==> config.mk <==
export PLATFORM = sky130hd
export DESIGN_NAME = txgap_defer_ctrl
export DESIGN_NICKNAME = d
export VERILOG_FILES = /design/src/rtl/txgap_pkg.sv /design/src/rtl/txgap_sync.sv /design/src/rtl/txgap_counter.sv /design/src/rtl/txgap_fsm.sv /design/src/rtl/txgap_defer_ctrl.sv
export SDC_FILE = /design/constraint.sdc
export NUM_CORES = 1
export LEC_CHECK = 0
export ABC_AREA = 1
export BUFFER_PORTS_ARGS = -buffer_cell sky130_fd_sc_hd__buf_2
export CAP_MARGIN = 20
export CORE_MARGIN = 2
export CORE_UTILIZATION = 55
export DETAILED_ROUTE_END_ITERATION = 6
export PLACE_DENSITY_LB_ADDON = 0.1
export SLEW_MARGIN = 5
export SYNTH_ARGS = -nofsm -noshare
export SYNTH_HDL_FRONTEND = slang
export SYNTH_SLANG_ARGS = --single-unit
==> constraint.sdc <==
create_clock -name clk -period 2.7 [get_ports clk]
set_clock_uncertainty 0.1 [all_clocks]
set_input_delay 0 -clock clk [delete_from_list [all_inputs] [get_ports clk]]
set_output_delay 0 -clock clk [all_outputs]
set_load 0.01 [all_outputs]
==> src/rtl/txgap_pkg.sv <==
package txgap_pkg;

    typedef enum logic [3:0] {
        ST_BEGIN   = 4'd0,
        ST_IDLE    = 4'd1,
        ST_JAM     = 4'd2,
        ST_ERROR   = 4'd3,
        ST_WAIT    = 4'd4,
        ST_GAP1    = 4'd5,
        ST_GAP2    = 4'd6,
        ST_CARRIER = 4'd7,
        ST_LATENCY = 4'd8
    } defer_state_t;

    typedef enum logic [2:0] {
        CNT_DEC,
        CNT_LD_FIRST,
        CNT_LD_SECOND,
        CNT_LD_HOLD,
        CNT_LD_LAT
    } cnt_op_t;

endpackage

==> src/rtl/txgap_sync.sv <==
module txgap_sync #(
    parameter int W      = 2,
    parameter int STAGES = 2
) (
    input  logic         clk,
    input  logic         rst_n,
    input  logic [W-1:0] din,
    output logic [W-1:0] dout
);

    logic [W-1:0] stg [STAGES];

    generate
        for (genvar g = 0; g < STAGES; g++) begin : g_stage
            if (g == 0) begin : g_first
                always_ff @(posedge clk or negedge rst_n) begin
                    if (!rst_n) stg[0] <= '0;
                    else        stg[0] <= din;
                end
            end else begin : g_next
                always_ff @(posedge clk or negedge rst_n) begin
                    if (!rst_n) stg[g] <= '0;
                    else        stg[g] <= stg[g-1];
                end
            end
        end
    endgenerate

    assign dout = stg[STAGES-1];

endmodule

==> src/rtl/txgap_counter.sv <==
module txgap_counter
    import txgap_pkg::*;
#(
    parameter int GAP_W       = 8,
    parameter int CNT_W       = 9,
    parameter int HOLD_CYCLES = 16,
    parameter int LAT_CYCLES  = 2
) (
    input  logic             clk,
    input  logic             rst_n,
    input  cnt_op_t          op,
    input  logic [GAP_W-1:0] gap_first,
    input  logic [GAP_W-1:0] gap_second,
    output logic [CNT_W-1:0] cnt_o
);

    localparam logic [CNT_W-1:0] HOLD_V = CNT_W'(HOLD_CYCLES);
    localparam logic [CNT_W-1:0] LAT_V  = CNT_W'(LAT_CYCLES);

    logic [CNT_W-1:0] cnt_q;

    always_ff @(posedge clk or negedge rst_n) begin
        if (!rst_n) begin
            cnt_q <= '0;
        end else begin
            unique case (op)
                CNT_LD_FIRST:  cnt_q <= CNT_W'(gap_first);
                CNT_LD_SECOND: cnt_q <= CNT_W'(gap_second);
                CNT_LD_HOLD:   cnt_q <= HOLD_V;
                CNT_LD_LAT:    cnt_q <= LAT_V;
                default:       if (cnt_q != '0) cnt_q <= cnt_q - 1'b1;
            endcase
        end
    end

    assign cnt_o = cnt_q;


    cnt_floor_chk: assert property (@(posedge clk) disable iff (!rst_n)
        (op == CNT_DEC && cnt_q == '0) |=> (cnt_q == '0));

endmodule

==> src/rtl/txgap_fsm.sv <==
module txgap_fsm
    import txgap_pkg::*;
#(
    parameter int CNT_W = 9,
    parameter int GAP_W = 8
) (
    input  logic             clk,
    input  logic             rst_n,
    input  logic             gig_mode,
    input  logic             half_dup,
    input  logic             burst_en,
    input  logic [GAP_W-1:0] gap_first,
    input  logic             tx_busy,
    input  logic             tx_en,
    input  logic             tx_err,
    input  logic             crs_s,
    input  logic             col_s,
    input  logic [CNT_W-1:0] cnt,
    output cnt_op_t          op_o,
    output logic             defer_o,
    output logic             deferred_o
);

    defer_state_t state_q, state_d;
    logic         busy_del_q;
    logic         pulse_q;
    cnt_op_t      op_d;

    logic crs_e, burst_e, hit_en, hit_err, busy_fall, cnt_zero, cnt_low;

    assign crs_e     = half_dup & crs_s;
    assign burst_e   = burst_en & gig_mode;
    assign hit_en    = tx_en & col_s;
    assign hit_err   = tx_err & col_s;
    assign busy_fall = !tx_busy && busy_del_q;
    assign cnt_zero  = (cnt == '0);
    assign cnt_low   = (cnt <= CNT_W'(1));

    // state register
    always_ff @(posedge clk or negedge rst_n) begin
        if (!rst_n) begin
            state_q    <= ST_BEGIN;
            busy_del_q <= 1'b0;
        end else begin
            state_q    <= state_d;
            busy_del_q <= tx_busy;
        end
    end

    // next state and counter command
    always_comb begin
        state_d = state_q;
        op_d    = CNT_DEC;
        unique case (state_q)
            ST_BEGIN: state_d = ST_CARRIER;
            ST_CARRIER: begin
                if (hit_en && tx_busy)        state_d = ST_JAM;
                else if (hit_err && tx_busy)  state_d = ST_ERROR;
                else if (tx_busy)             state_d = ST_IDLE;
                else if (!crs_e && cnt_zero)  state_d = ST_GAP2;
                else if (crs_e)               op_d    = CNT_LD_FIRST;
            end
            ST_JAM, ST_ERROR: begin
                if (cnt_low) state_d = ST_CARRIER;
            end
            ST_IDLE: begin
                if (hit_en)                                  state_d = ST_JAM;
                else if (hit_err)                            state_d = ST_ERROR;
                else if (tx_busy)                            state_d = ST_IDLE;
                else if ((busy_fall && !crs_e) || burst_e)   state_d = ST_GAP1;
                else if (busy_fall)                          state_d = ST_WAIT;
                else if (crs_e && !tx_en && !tx_err)         state_d = ST_CARRIER;
            end
            ST_WAIT: begin
                if (hit_en)       state_d = ST_JAM;
                else if (hit_err) state_d = ST_ERROR;
                else if (!crs_e)  state_d = ST_GAP1;
            end
            ST_GAP1: begin
                if (hit_err)       state_d = ST_ERROR;
                else if (cnt_zero) state_d = ST_GAP2;
                else if (crs_e)    op_d    = CNT_LD_FIRST;
            end
            ST_GAP2: begin
                if (hit_err)       state_d = ST_ERROR;
                else if (cnt_zero) state_d = ST_LATENCY;
            end
            ST_LATENCY: begin
                if (hit_en)        state_d = ST_JAM;
                else if (hit_err)  state_d = ST_ERROR;
                else if (cnt_zero) state_d = ST_IDLE;
            end
            default: state_d = ST_BEGIN;
        endcase

        if (state_d != state_q) begin
            unique case (state_d)
                ST_GAP1, ST_CARRIER: op_d = CNT_LD_FIRST;
                ST_GAP2:             op_d = CNT_LD_SECOND;
                ST_LATENCY:          op_d = CNT_LD_LAT;
                ST_JAM, ST_ERROR:    op_d = CNT_LD_HOLD;
                default:             op_d = CNT_DEC;
            endcase
        end
    end

    assign op_o = op_d;

    // outputs
    always_ff @(posedge clk or negedge rst_n) begin
        if (!rst_n) pulse_q <= 1'b0;
        else        pulse_q <= tx_busy && !busy_del_q && (state_q != ST_IDLE);
    end

    assign defer_o    = (state_q != ST_IDLE);
    assign deferred_o = pulse_q;


    gap1_restart_chk: assert property (@(posedge clk) disable iff (!rst_n)
        (state_q == ST_GAP1 && crs_e && !cnt_zero && !hit_err)
        |=> (state_q == ST_GAP1 && cnt == CNT_W'($past(gap_first))));


    gap2_hold_chk: assert property (@(posedge clk) disable iff (!rst_n)
        (state_q == ST_GAP2 && !cnt_zero && !hit_err) |=> (state_q == ST_GAP2));


    hold_exit_chk: assert property (@(posedge clk) disable iff (!rst_n)
        ((state_q == ST_JAM || state_q == ST_ERROR) && cnt == CNT_W'(1))
        |=> (state_q == ST_CARRIER));


    wait_leave_chk: assert property (@(posedge clk) disable iff (!rst_n)
        (state_q == ST_WAIT && !crs_e && !col_s) |=> (state_q == ST_GAP1));


    carrier_yield_chk: assert property (@(posedge clk) disable iff (!rst_n)
        (state_q == ST_CARRIER && tx_busy && !col_s) |=> (state_q == ST_IDLE));

endmodule

==> src/rtl/txgap_defer_ctrl.sv <==
module txgap_defer_ctrl
    import txgap_pkg::*;
#(
    parameter int GAP_W       = 8,
    parameter int CNT_W       = 9,
    parameter int SYNC_STAGES = 2,
    parameter int HOLD_CYCLES = 16,
    parameter int LAT_CYCLES  = 2
) (
    input  logic             clk,
    input  logic             rst_n,
    input  logic             gig_mode,
    input  logic             half_dup,
    input  logic             burst_en,
    input  logic [GAP_W-1:0] gap_first,
    input  logic [GAP_W-1:0] gap_second,
    input  logic             tx_busy,
    input  logic             tx_en,
    input  logic             tx_err,
    input  logic             phy_crs,
    input  logic             phy_col,
    output logic             defer_o,
    output logic             deferred_o,
    output logic             crs_sync_o
);

    localparam int SYNC_W = 2;

    logic [SYNC_W-1:0] phy_sync;
    logic [CNT_W-1:0]  cnt;
    cnt_op_t           op;

    txgap_sync #(.W(SYNC_W), .STAGES(SYNC_STAGES)) i_sync (
        .clk  (clk),
        .rst_n(rst_n),
        .din  ({phy_col, phy_crs}),
        .dout (phy_sync)
    );

    txgap_counter #(
        .GAP_W(GAP_W), .CNT_W(CNT_W),
        .HOLD_CYCLES(HOLD_CYCLES), .LAT_CYCLES(LAT_CYCLES)
    ) i_cnt (
        .clk       (clk),
        .rst_n     (rst_n),
        .op        (op),
        .gap_first (gap_first),
        .gap_second(gap_second),
        .cnt_o     (cnt)
    );

    txgap_fsm #(.CNT_W(CNT_W), .GAP_W(GAP_W)) i_fsm (
        .clk       (clk),
        .rst_n     (rst_n),
        .gig_mode  (gig_mode),
        .half_dup  (half_dup),
        .burst_en  (burst_en),
        .gap_first (gap_first),
        .tx_busy   (tx_busy),
        .tx_en     (tx_en),
        .tx_err    (tx_err),
        .crs_s     (phy_sync[0]),
        .col_s     (phy_sync[1]),
        .cnt       (cnt),
        .op_o      (op),
        .defer_o   (defer_o),
        .deferred_o(deferred_o)
    );

    assign crs_sync_o = phy_sync[0];

    // cycles since reset, saturating, so the delay check never reaches before reset
    logic [1:0] age_q;
    always_ff @(posedge clk or negedge rst_n) begin
        if (!rst_n)          age_q <= '0;
        else if (age_q != 2'd2) age_q <= age_q + 2'd1;
    end


    crs_delay_chk: assert property (@(posedge clk) disable iff (!rst_n)
        (age_q == 2'd2 && SYNC_STAGES == 2) |-> (crs_sync_o == $past(phy_crs, 2)));


    pulse_cause_chk: assert property (@(posedge clk) disable iff (!rst_n)
        deferred_o |-> $past(defer_o));

endmodule

==> impl_metrics.json <==
{
  "clk_transition_reported_paths_ns": 0.12,
  "antenna_found_initial": 0,
  "drt-total-wl_um": 4900,
  "diodes": 0,
  "rsz0062_at_grt": "yes",
  "cts_tree": "yes",
  "synth_top_flop_cell": "dfrtp_1",
  "die_h_um": 60.6,
  "async_flop_share_pct": 100,
  "worst-path-max-fanout": 6,
  "yosysTopAreaCell": "dfrtp_1",
  "cts.sinks": 19,
  "p_leak_nw": 1.23,
  "drtIter0Drc": 173,
  "hold_viol_final": 0,
  "critPathArrivalTime_ns": 2.71,
  "netlist_top_cells_area": "dfrtp_1 (27%), nand2_1 (17%), nor2_1 (7.7%), nand3_1 (7.1%), inv_1 (5.5%)",
  "port_buffers": 28,
  "drtAntennaViolNets": 0,
  "worstSetupStartpointType": "flip-flop",
  "drtPass1Iterations": 5,
  "r2r_start": "i_cnt.cnt_o[1]",
  "worst_slew_pin_slew_ns": 0.466,
  "drc": 0,
  "cp-end-kind": "flip-flop",
  "grt_pass1_vias": 1724,
  "highest_layer": "met4",
  "period_minus_slack_ns": 2.56,
  "met2WireLength_um": 2110,
  "crit_type": "reg -> reg",
  "fin_tns_setup_ns": 0,
  "grt_usage_pct": 28.6,
  "required_ns": 2.85,
  "clk_latency_ns": 0.30,
  "synth_area_per_cell_um2": 6.57,
  "synth_cells": 268,
  "place_congestion": 1.00,
  "synth_seq_area_share_pct": 27.0,
  "final_area_um2": 2280,
  "die_area_um2": 3670,
  "ys_warn_count": 0,
  "synth_enable_flop_cells": 0,
  "area_growth_pct": 29.3,
  "synth_common_cells": "nand2_1 (78), nor2_1 (36), inv_1 (26)",
  "num-fill-cells": 236,
  "clockRootBuffer": "clkbuf_4",
  "grt_pass1_wl_um": 7870,
  "slew_violations": 0,
  "muxShareOfSynthArea_pct": 0,
  "synth-simple-area-share_pct": 51.5,
  "synth.most_common_cell": "nand2_1",
  "start_util_pct": 57.7,
  "p_total_mw": 3.21,
  "synthDistinctLibCells": 33,
  "grt_max_degree": 20,
  "holdWs_ns": 0.0633,
  "synth_top_family_by_area": "simple AND/OR/NAND/NOR gates",
  "dpl-instance-area_um2": 1950,
  "wl_met1_um": 2320,
  "yosys.area.top_type_share_pct": 27.0,
  "coreArea_um2": 3050,
  "status": "finished, final reports clean",
  "synth_compound_area_share_pct": 6.61,
  "synth_nets": 297,
  "vias": 1918,
  "p_per_area_nw_per_um2": 1410,
  "r2r_setup_slack_ns": 0.14,
  "hold_class": "in -> async",
  "ios": 29,
  "max_clock_freq_ghz": 0.391,
  "grt_remaining_overflow": 0,
  "setup_viol": 0,
  "final_core_util_pct": 74.6,
  "die_w_um": 60.6,
  "synth_area_um2": 1760,
  "reg2regPathDepth": 20,
  "synth-adder-area-share_pct": 2.13,
  "finalCritPeriodShare_pct": 94.7,
  "maxCapViolCount": 0,
  "dpl.hpwl_um": 3510,
  "synth_seq_cells": 19,
  "vias_per_cell": 5.16,
  "maxSlewHeadroom_pct": 69.0,
  "wl_met3_um": 384,
  "r2r-end": "i_cnt.cnt_o[2]",
  "htree_num_levels": 1,
  "clock_path_buffers": 2,
  "std_cell_rows": 20,
  "peakVddDrop_v": 0.00118,
  "final_nets": 358,
  "wl_per_cell_um": 13.2,
  "drive_gt1_share_pct": 29.3,
  "cts_made_buffers": 3,
  "synthXorXnorAreaFrac_pct": 2.49
}
[area by class of cell]
cell class	instances	area (um2)	area share, %
multi-input combinational	207	1150	50.4
sequential	19	475	20.9
timing repair buffer	58	423	18.6
inverter	40	150	6.59
tap	44	55.1	2.42
clock buffer	4	26.3	1.15
[report_power, final]
group	switching [mW]	internal [mW]	total (mW)
clock network	0.0953	0.0575	0.153
logic	1.61	0.947	2.55
registers	0.107	0.391	0.498
total	1.81	1.40	3.21
[kinds of logic after synthesis]
kind of cell    Yosys count
simple gates            183
buf+inv                  42
flops                    19
compound gates           16
xor+xnor                  5
fa+ha+maj                 3
[critical path: stages (launching register included)]
cell	delay, ns
dfrtp_1	0.44
inv_2	0.10
ha_4	0.13
inv_1	0.03
nor2_1	0.07
nand2_1	0.09
nor2_4	0.18
nand2_1	0.07
nand2_1	0.06
nand2_1	0.06
nor2_2	0.15
nand3_2	0.13
nand2_2	0.10
nand2_2	0.07
nand3_4	0.12
nand4_1	0.14
inv_2	0.16
nand2_1	0.10
nand3_2	0.09
nand2_1	0.05
inv_1	0.05
[registers in the layout, summed over array words and instances (netlist names)]
register / flops
i_cnt.cnt_o: 9
i_fsm.state_q: 4
i_sync.dout: 2
i_sync.stg: 2
i_fsm.busy_del_q: 1
i_fsm.deferred_o: 1
[per-stage QoR]
stage	worst slack [ns]	cells
final	0.144	372
after global routing	-0.0447	372
after CTS	0.0396	365
after detailed placement	0.0641	341
after global placement	0.132	341
after floorplan	0.409	268
[layout by cell type, fill, tap and decap left out, drive strengths merged]
master	instances
nand2	92
ha	3
nand4	10
clkbuf	4
o211ai	2
buf	38
nor3	3
o21ai	9
dlygate4sd3	20
xor2	4
nor4	2
nand3	30
xnor2	1
inv	39
o31ai	1
clkinv	1
dfrtp	19
nor2	46
a21o	1
a21boi	1
a21oi	2
[per-layer routing]
metal,vias up,GRT usage (%)
met2,86,41.2
met3,10,4.05
met4,0,5.28
met1,852,45.6
li1,970,-
met5,-,0
[what timing repair did]
| action | in CTS | in global routing |
|---|---|---|
| endpoints found under the hold margin | 31 | 0 |
| buffers inserted | 0 | 7 |
| setup endpoints to repair | 0 | 9 |
| hold buffers | 20 | 0 |
| resized for setup | 0 | 13 |
[worst max path at each step]
| stage | slack (ns) | depth (start not counted) | end | startpoint |
|---|---|---|---|---|
| 2_1_floorplan | 0.41 | 17 | i_cnt.cnt_o[3] | i_cnt.cnt_o[0] |
| 3_3_place_gp | 0.13 | 20 | i_cnt.cnt_o[2] | i_cnt.cnt_o[0] |
| 3_5_place_dp | 0.06 | 20 | i_cnt.cnt_o[2] | i_cnt.cnt_o[0] |
| 4_1_cts | 0.04 | 21 | i_cnt.cnt_o[2] | i_cnt.cnt_o[0] |
| 5_1_grt | -0.04 | 20 | i_cnt.cnt_o[2] | i_cnt.cnt_o[0] |
| 6_report | 0.14 | 20 | i_cnt.cnt_o[2] | i_cnt.cnt_o[1] |
Power figures use the tool's default switching activity.
